`src/rtl/wdt_pd_pkg.sv`:
```
package wdt_pd_pkg;
  typedef struct packed {
    logic to;
    logic pd;
  } wdt_flags_t;

  localparam wdt_flags_t FLAGS_POR = '{to: 1'b1, pd: 1'b1};
endpackage

```
`src/rtl/wdt_count.sv`:
```
module wdt_count #(
  parameter int BASE_W = 4,
  parameter int SEL_W  = 3
) (
  input  logic             clk,
  input  logic             rst,
  input  logic             tick,
  input  logic             run,
  input  logic             clr,
  input  logic [SEL_W-1:0] sel_in,
  output logic             tout
);
  localparam int NTAPS = 1 << SEL_W;
  localparam int CNT_W = BASE_W + NTAPS - 1;

  logic [CNT_W-1:0] cnt;
  logic [SEL_W-1:0] sel_q;
  logic [NTAPS-1:0] tap;
  logic             adv;

  // Tap i is complete when the low BASE_W+i bits are all ones.
  for (genvar i = 0; i < NTAPS; i++) begin : g_tap
    localparam int LOW = BASE_W + i;
    assign tap[i] = &cnt[LOW-1:0];
  end

  assign adv  = run & tick;
  assign tout = adv & ~clr & tap[sel_q];

  always_ff @(posedge clk) begin
    if (rst) begin
      cnt   <= '0;
      sel_q <= sel_in;
    end else if (clr || tout) begin
      cnt <= '0;
    end else if (adv) begin
      cnt <= cnt + 1'b1;
    end
  end

  // without an enabled tick or a clear, the count holds.
  p_hold_when_idle_r2: assert property (@(posedge clk) disable iff (rst)
    (!adv && !clr) |=> $stable(cnt));

  // the sampled select never changes outside reset.
  p_sel_fixed_r3: assert property (@(posedge clk) disable iff (rst)
    !rst |=> $stable(sel_q));

  // a time-out restarts the count from zero.
  p_restart_r7: assert property (@(posedge clk) disable iff (rst)
    tout |=> (cnt == '0));
endmodule

```
`src/rtl/wdt_ctrl.sv`:
```
module wdt_ctrl
  import wdt_pd_pkg::*;
(
  input  logic clk,
  input  logic rst,
  input  logic clrwdt,
  input  logic sleep_req,
  input  logic irq_pending,
  input  logic tout,
  output logic clr,
  output logic to_flag,
  output logic pd_flag,
  output logic sleeping,
  output logic reset_req,
  output logic wake_req
);
  wdt_flags_t flags;
  logic       sl;
  logic       sleep_take;
  logic       clr_take;
  logic       wake_now;

  assign sleep_take = ~sl & sleep_req & ~irq_pending;
  assign clr_take   = ~sl & clrwdt & ~sleep_take;
  assign clr        = sleep_take | clr_take;
  assign wake_now   = sl & (tout | irq_pending);

  always_ff @(posedge clk) begin
    if (rst) begin
      flags     <= FLAGS_POR;
      sl        <= 1'b0;
      reset_req <= 1'b0;
      wake_req  <= 1'b0;
    end else begin
      reset_req <= tout & ~sl;
      wake_req  <= wake_now;

      if (tout) begin
        flags.to <= 1'b0;
      end else if (clr) begin
        flags.to <= 1'b1;
      end

      if (sleep_take) begin
        flags.pd <= 1'b0;
      end else if (clr_take) begin
        flags.pd <= 1'b1;
      end

      if (sleep_take) begin
        sl <= 1'b1;
      end else if (wake_now) begin
        sl <= 1'b0;
      end
    end
  end

  assign to_flag  = flags.to;
  assign pd_flag  = flags.pd;
  assign sleeping = sl;

  // power-on leaves both flags set and the core awake.
  p_por_state_r1: assert property (@(posedge clk)
    rst |=> (to_flag && pd_flag && !sleeping && !reset_req && !wake_req));

  // a clear while awake, with no taken sleep, sets both flags.
  p_clear_flags_r4: assert property (@(posedge clk) disable iff (rst)
    (!sleeping && clrwdt && !(sleep_req && !irq_pending)) |=> (to_flag && pd_flag));

  // a taken sleep enters sleep with PD clear and TO set.
  p_sleep_entry_r5: assert property (@(posedge clk) disable iff (rst)
    (!sleeping && sleep_req && !irq_pending) |=> (sleeping && !pd_flag && to_flag));

  // a refused sleep leaves the status flags unchanged.
  p_sleep_noop_r6: assert property (@(posedge clk) disable iff (rst)
    (!sleeping && sleep_req && irq_pending && !clrwdt && !tout)
      |=> ($stable(to_flag) && $stable(pd_flag) && !sleeping));

  // a pending interrupt while asleep wakes the core.
  p_irq_wake_r9: assert property (@(posedge clk) disable iff (rst)
    (sleeping && irq_pending) |=> (wake_req && !sleeping));

  // the two requests are never raised together.
  p_req_exclusive_r11: assert property (@(posedge clk) disable iff (rst)
    $onehot0({reset_req, wake_req}));
endmodule

```
`src/rtl/wdt_pd_top.sv`:
```
module wdt_pd_top #(
  parameter int BASE_W = 4,
  parameter int SEL_W  = 3
) (
  input  logic             clk,
  input  logic             rst,
  input  logic             tick,
  input  logic             cfg_en,
  input  logic             sw_en,
  input  logic [SEL_W-1:0] ps_sel,
  input  logic             clrwdt,
  input  logic             sleep_req,
  input  logic             irq_pending,
  output logic             reset_req,
  output logic             wake_req,
  output logic             sleeping,
  output logic             to_flag,
  output logic             pd_flag
);
  logic run;
  logic clr;
  logic tout;

  assign run = cfg_en | sw_en;

  wdt_count #(
    .BASE_W(BASE_W),
    .SEL_W (SEL_W)
  ) u_count (
    .clk   (clk),
    .rst   (rst),
    .tick  (tick),
    .run   (run),
    .clr   (clr),
    .sel_in(ps_sel),
    .tout  (tout)
  );

  wdt_ctrl u_ctrl (
    .clk        (clk),
    .rst        (rst),
    .clrwdt     (clrwdt),
    .sleep_req  (sleep_req),
    .irq_pending(irq_pending),
    .tout       (tout),
    .clr        (clr),
    .to_flag    (to_flag),
    .pd_flag    (pd_flag),
    .sleeping   (sleeping),
    .reset_req  (reset_req),
    .wake_req   (wake_req)
  );

  // a wake request is only ever raised out of sleep.
  p_wake_from_sleep_r8: assert property (@(posedge clk) disable iff (rst)
    wake_req |-> $past(sleeping));

  // while asleep, commands never raise PD.
  p_sleep_ignores_r10: assert property (@(posedge clk) disable iff (rst)
    (sleeping && !wake_req) |-> !pd_flag);
endmodule

```
`config.mk`:
```
export PLATFORM = sky130hd
export DESIGN_NAME = wdt_pd_top
export DESIGN_NICKNAME = d
export VERILOG_FILES = /design/src/rtl/wdt_pd_pkg.sv /design/src/rtl/wdt_count.sv /design/src/rtl/wdt_ctrl.sv /design/src/rtl/wdt_pd_top.sv
export SDC_FILE = /design/constraint.sdc
export NUM_CORES = 1
export LEC_CHECK = 0
export ABC_AREA = 1
export BUFFER_PORTS_ARGS = -buffer_cell sky130_fd_sc_hd__buf_4
export CORE_AREA = 2 2 44 46
export DETAILED_ROUTE_END_ITERATION = 12
export DIE_AREA = 0 0 46 48
export PLACE_DENSITY = 0.77
export SYNTH_ARGS = -nofsm -noshare
export SYNTH_HDL_FRONTEND = slang
export SYNTH_SLANG_ARGS = --single-unit
```
`constraint.sdc`:
```
create_clock -name clk -period 2.7 [get_ports clk]
set_input_delay 0.675 -clock clk [delete_from_list [all_inputs] [get_ports clk]]
set_output_delay 0.675 -clock clk [all_outputs]
set_load 0.02 [all_outputs]
```
### Word level (Yosys, flattened, before mapping)

Cells that the tools add are included.

* flip-flop bits (word level): 19
* input port bits: 11
* output and inout port bits: 5
* word-level logic and storage cells: 46

* add/subtract/negate cells: 1
* magnitude comparators: 1
* mux-type cells: 8
* bitwise logic cells: 16
* reduce and logical (&&, ||, !) cells: 13

Operators with widths (count)
* $add A11 B1 Y11 const B: 1
* $reduce_and A11 Y1: 1
* $reduce_and A10 Y1: 1
* $and A1 B1 Y1: 9
* $reduce_and A9 Y1: 1
* $reduce_and A8 Y1: 1
* $mux W1: 7
* $reduce_and A7 Y1: 1
* $reduce_and A6 Y1: 1
* $reduce_bool A2 Y1: 3
* $reduce_and A5 Y1: 1
* $lt A3 B4 Y1 const B: 1
* $not A1 Y1: 4
* $reduce_and A4 Y1: 1
* $bmux W1 S3: 1
* $or A1 B1 Y1: 3
* $reduce_or A2 Y1: 1
* $logic_or A1 B1 Y1: 1

### Depth between registers and ports, before layout

* depth in word-level cells: 13
* depth in mapped cells: 12

### Cells and area by module

From an unflattened synthesis, not the netlist that was laid out.

* cell total of the unflattened synthesis: 133
* area, all modules: 948.4 um2

By module, submodules not included
* wdt_count: instances 1, cells each 105, area each 744.5 um2, sequential area each 310.3 um2
* wdt_ctrl: instances 1, cells each 25, area each 192.7 um2, sequential area each 100.1 um2
* wdt_pd_top: instances 1, cells each 3, area each 11.3 um2, sequential area each 0.0 um2

### Least setup slack after synthesis

OpenSTA, ideal clock, no wires.

* path type: register to register
* start: register u_count.cnt[0]
* end: register u_count.cnt[10]
* library setup time: 0.115 ns
* arrival: 1.488 ns
* data required time: 2.585 ns
* path slack: 1.097 ns
* cell stages (with the launch flop): 13
* path buffers: 1
* clock period less this slack: 1.603 ns
* cells stage by stage: dfxtp_1 > ha_1 > nand3_2 > nor3_2 > ha_1 > nand3_1 > nand2_1 > inv_1 > nand2_1 > nand3_2 > nand2_1 > buf_6 > nor2_1

* cells in the longest elaborated chain, start to end: 6
* elaborated cells between the ends (all ways): 14

RTL lines
* from (decl): line wdt_count.sv:16 `logic [CNT_W-1:0] cnt;`
* from (signal assigned): line wdt_count.sv:37 `cnt <= cnt + 1'b1;`
* $reduce_and A11 Y1 (tied with other cells): line wdt_count.sv:24 `assign tap[i] = &cnt[LOW-1:0];`
* $bmux W1 S3: line wdt_count.sv:28 `assign tout = adv & ~clr & tap[sel_q];`
* $mux W1 (implied by the code): line wdt_count.sv:28
* $and A1 B1 Y1: line wdt_count.sv:28
* $logic_or A1 B1 Y1: line wdt_count.sv:34 `end else if (clr || tout) begin`
* $reduce_or A2 Y1 (no line)

Parallel ways exist; a longest one is shown, timed or not. The select of a mux whose other input is x is not followed.
A chain may end at the register's enable or synchronous reset.

### Worst setup path in the final report

Ends and elaborated chain as after synthesis.

==> metrics.txt <==
status completed; synthesized area 917 sq um; Reg-to-Reg Start u_count.cnt[0]; HP Class reg -> reg; WHS Path Cells 2; synth unique cells 19; CTS root buf clkbuf_4; die outline area 2210 sq um; crit-path leading delay family simple AND/OR/NAND/NOR gates; slowest stage cell, crit path dfxtp_1; H-Tree Depth 1; top-count cell post-synth nand2_1; Worst-Skew Late Latency about 290 ps; Syn Area/Cell between 7 and 8 sq um; Hold Path Sink u_ctrl.to_flag; Yosys top cell area share 34.9%; core area 1690 sq um; final instance area 1070 sq um; Clk pwr share 27.9%; post-DP HPWL 1330 um; P_int 0.000374 W; number of post-CTS setup repair buffers 0; clk slew on worst S/H paths between 100 and 150 ps; DR vias 790; initial DRC count 14; hold path start u_ctrl.to_flag; Final Hold Fails 0; cts repair resizes 0; Remaining Overflow, GRT 0; setup TNS 0 ps; crit path time final ~1900 ps; Routed WL per cell 10.7 um; ys flop type dfxtp_1; CTS tree done; Num CTS Buffers 3; hold bufs inserted after CTS 0; TritonRoute pass-1 iters 4; Post-synth EDFFs 3; worst reg2reg path endpoint u_count.cnt[10]; die height 48 um; sequential area share after synthesis roughly 45%; Synth area leader dfxtp_1; detailed-route DRC error count 0; max cap viols 0; non-filler cells, final approximately 160; r2r setup slk between 800 and 900 ps; GP Congestion between 0.8 and 0.9; first-pass GRT wire length 2750 um; Port-buffer cells 15; final max-slew violation count 0; io pins 16; Synth Warn # 0; largest net degree at the start of global routing 12; Via-to-Cell Ratio 5.03; initial core utilization 54.3%; skew final slightly above 5 ps; kind of end point of the critical path flip-flop; Pwr Density 461 nW/um^2; Reg power frac about three fifths; CP bufs+invs 1; most used cell, CP nand2_1; dpl cell area 1040 sq um; number of global-route vias before repair 696; crit path launch type flip-flop; GRT Overall Usage 17.5%; Seq cells post-synth 19; Logic pwr share 11.0%; antenna violations before repair 0; Post-synth top cells 37 x nand2_1, 18 x nor2_1, 16 x dfxtp_1; crit-path cells ha_1 > nand3_2 > nor3_2 > ha_1 > nand3_1 > nand2_1 > inv_1 > nand2_1 > nand3_2 > nand2_1 > nor2_1; setup violators final 0; placed cells 153; Core Rows 15; Die Wd 46 um; r2r worst-path depth 11; ys async rst share 0%; Crit path arrival time 2070 ps; Tcrit/Tclk final 70.0%; # nets final between 150 and 200; share of layout cells above drive strength 1 18.6%; critical path data required time 2880 ps; peak supply drop 0.000310 V; RSZ-0062 raised after global routing no; Post-DRT Antenna Nets 0; Slew @ Worst Pin 348 ps; Sw Share around a quarter; Post-Syn Instances 122; crit path max fanout 11; synth top area cells dfxtp_1 35%, nand2_1 15%, edfxtp_1 9.8%; diodes inserted 0; CP Depth 11; Leakage 0.477 nW; Max Freq between 0.5 and 0.6 GHz; Routed WL 1670 um; area grow syn2layout 16.6%; Critical Path Max Stage Delay roughly 400 ps; NetSw 0.000120 W; Syn Nets 136; critical path class reg -> reg; CTS sink count 19; Bufs on Longest Clock Path 2; relative slew slack 76.7%
==> layout make-up <==
| type | count | area [sq um] |
|---|---|---|
| clock buffers | 3 | 22.5 |
| clock inverters | 1 | 5.00 |
| fillers | 151 | 619 |
| inverters | 13 | 48.8 |
| multi-input cells | 88 | 442 |
| flip-flops and latches | 19 | 410 |
| well taps | 17 | 21.3 |
| repair buffers | 16 | 120 |
==> sequential cells by signal (all words and copies together) (netlist names) <==
register,count
u_ctrl.to_flag,1
u_ctrl.wake_req,1
u_ctrl.pd_flag,1
u_count.sel_q,3
u_count.cnt,11
u_ctrl.reset_req,1
u_ctrl.sleeping,1
==> how the worst max path moves through the flow <==
stage | from | endpoint
CTS | u_count.cnt[0] | u_count.cnt[10]
detailed placement | u_count.cnt[0] | u_count.cnt[10]
floorplan | u_count.cnt[0] | u_count.cnt[10]
global route | u_count.cnt[1] | u_count.cnt[4]
finish | u_count.cnt[0] | u_count.cnt[10]
global placement | u_count.cnt[0] | u_count.cnt[10]
==> logic make-up (layout without fill, tap and decap cells) <==
family	Yosys count	after routing	synth area share, %
AO/OA/AOI/OAI	11	11	6.00
XOR/XNOR	7	7	6.68
adder cells (fa/ha/maj)	3	3	4.09
buffers and inverters	15	33	7.09
flip-flops	19	19	44.7
AND/OR/NAND/NOR	67	67	31.4
==> layout by cell type (no fill, tap or decap) <==
cell	instances
ha_1	3
xor2_1	4
nand2_1	37
o21ai_0	3
clkinv_2	1
or2_2	1
a21oi_1	7
nand3_1	4
buf_4	16
xnor2_1	3
nand3_2	2
clkbuf_4	3
o21ai_1	1
nor3_1	3
inv_1	12
edfxtp_1	3
nor3_2	2
nor2_1	18
inv_2	1
dfxtp_1	16
==> routing by layer <==
layer / vias up / part of all wire [%] / track usage, %
met5: - / 0 / 0
met4: 0 / 0.90 / 7.43
met3: 2 / 4.6 / 4.15
met2: 16 / 50 / 30.8
met1: 353 / 44 / 20.3
li1: 419 / - / -
==> through the flow <==
stage	setup slack [ps]	utilization, %	total power (W)	hold slack (ps)
CTS	779	63.3	0.000503	487
floorplan	1100	-	0.000340	468
global route	596	63.3	0.000523	521
detailed placement	815	61.7	0.000363	463
global placement	898	61.7	0.000361	459
finish	811	63.3	0.000494	487
==> worst reg2reg max path: stages, from the launching register on <==
cell and delay [ps]:
dfxtp_1 400, ha_1 210, nand3_2 120, nor3_2 160
ha_1 170, nand3_1 70, nand2_1 60, inv_1 40
nand2_1 70, nand3_2 90, nand2_1 290, nor2_1 90
==> power by group through the flow <==
stage | logic (W) | clock network (W) | registers [W]
after floorplan | 0.0000297 | 0 | 0.000311
after global placement | 0.0000532 | 0 | 0.000308
after detailed placement | 0.0000544 | 0 | 0.000308
after CTS | 0.0000546 | 0.000147 | 0.000302
after global routing | 0.0000604 | 0.000159 | 0.000303
final | 0.0000542 | 0.000138 | 0.000302
Power figures use the tool's default switching activity.
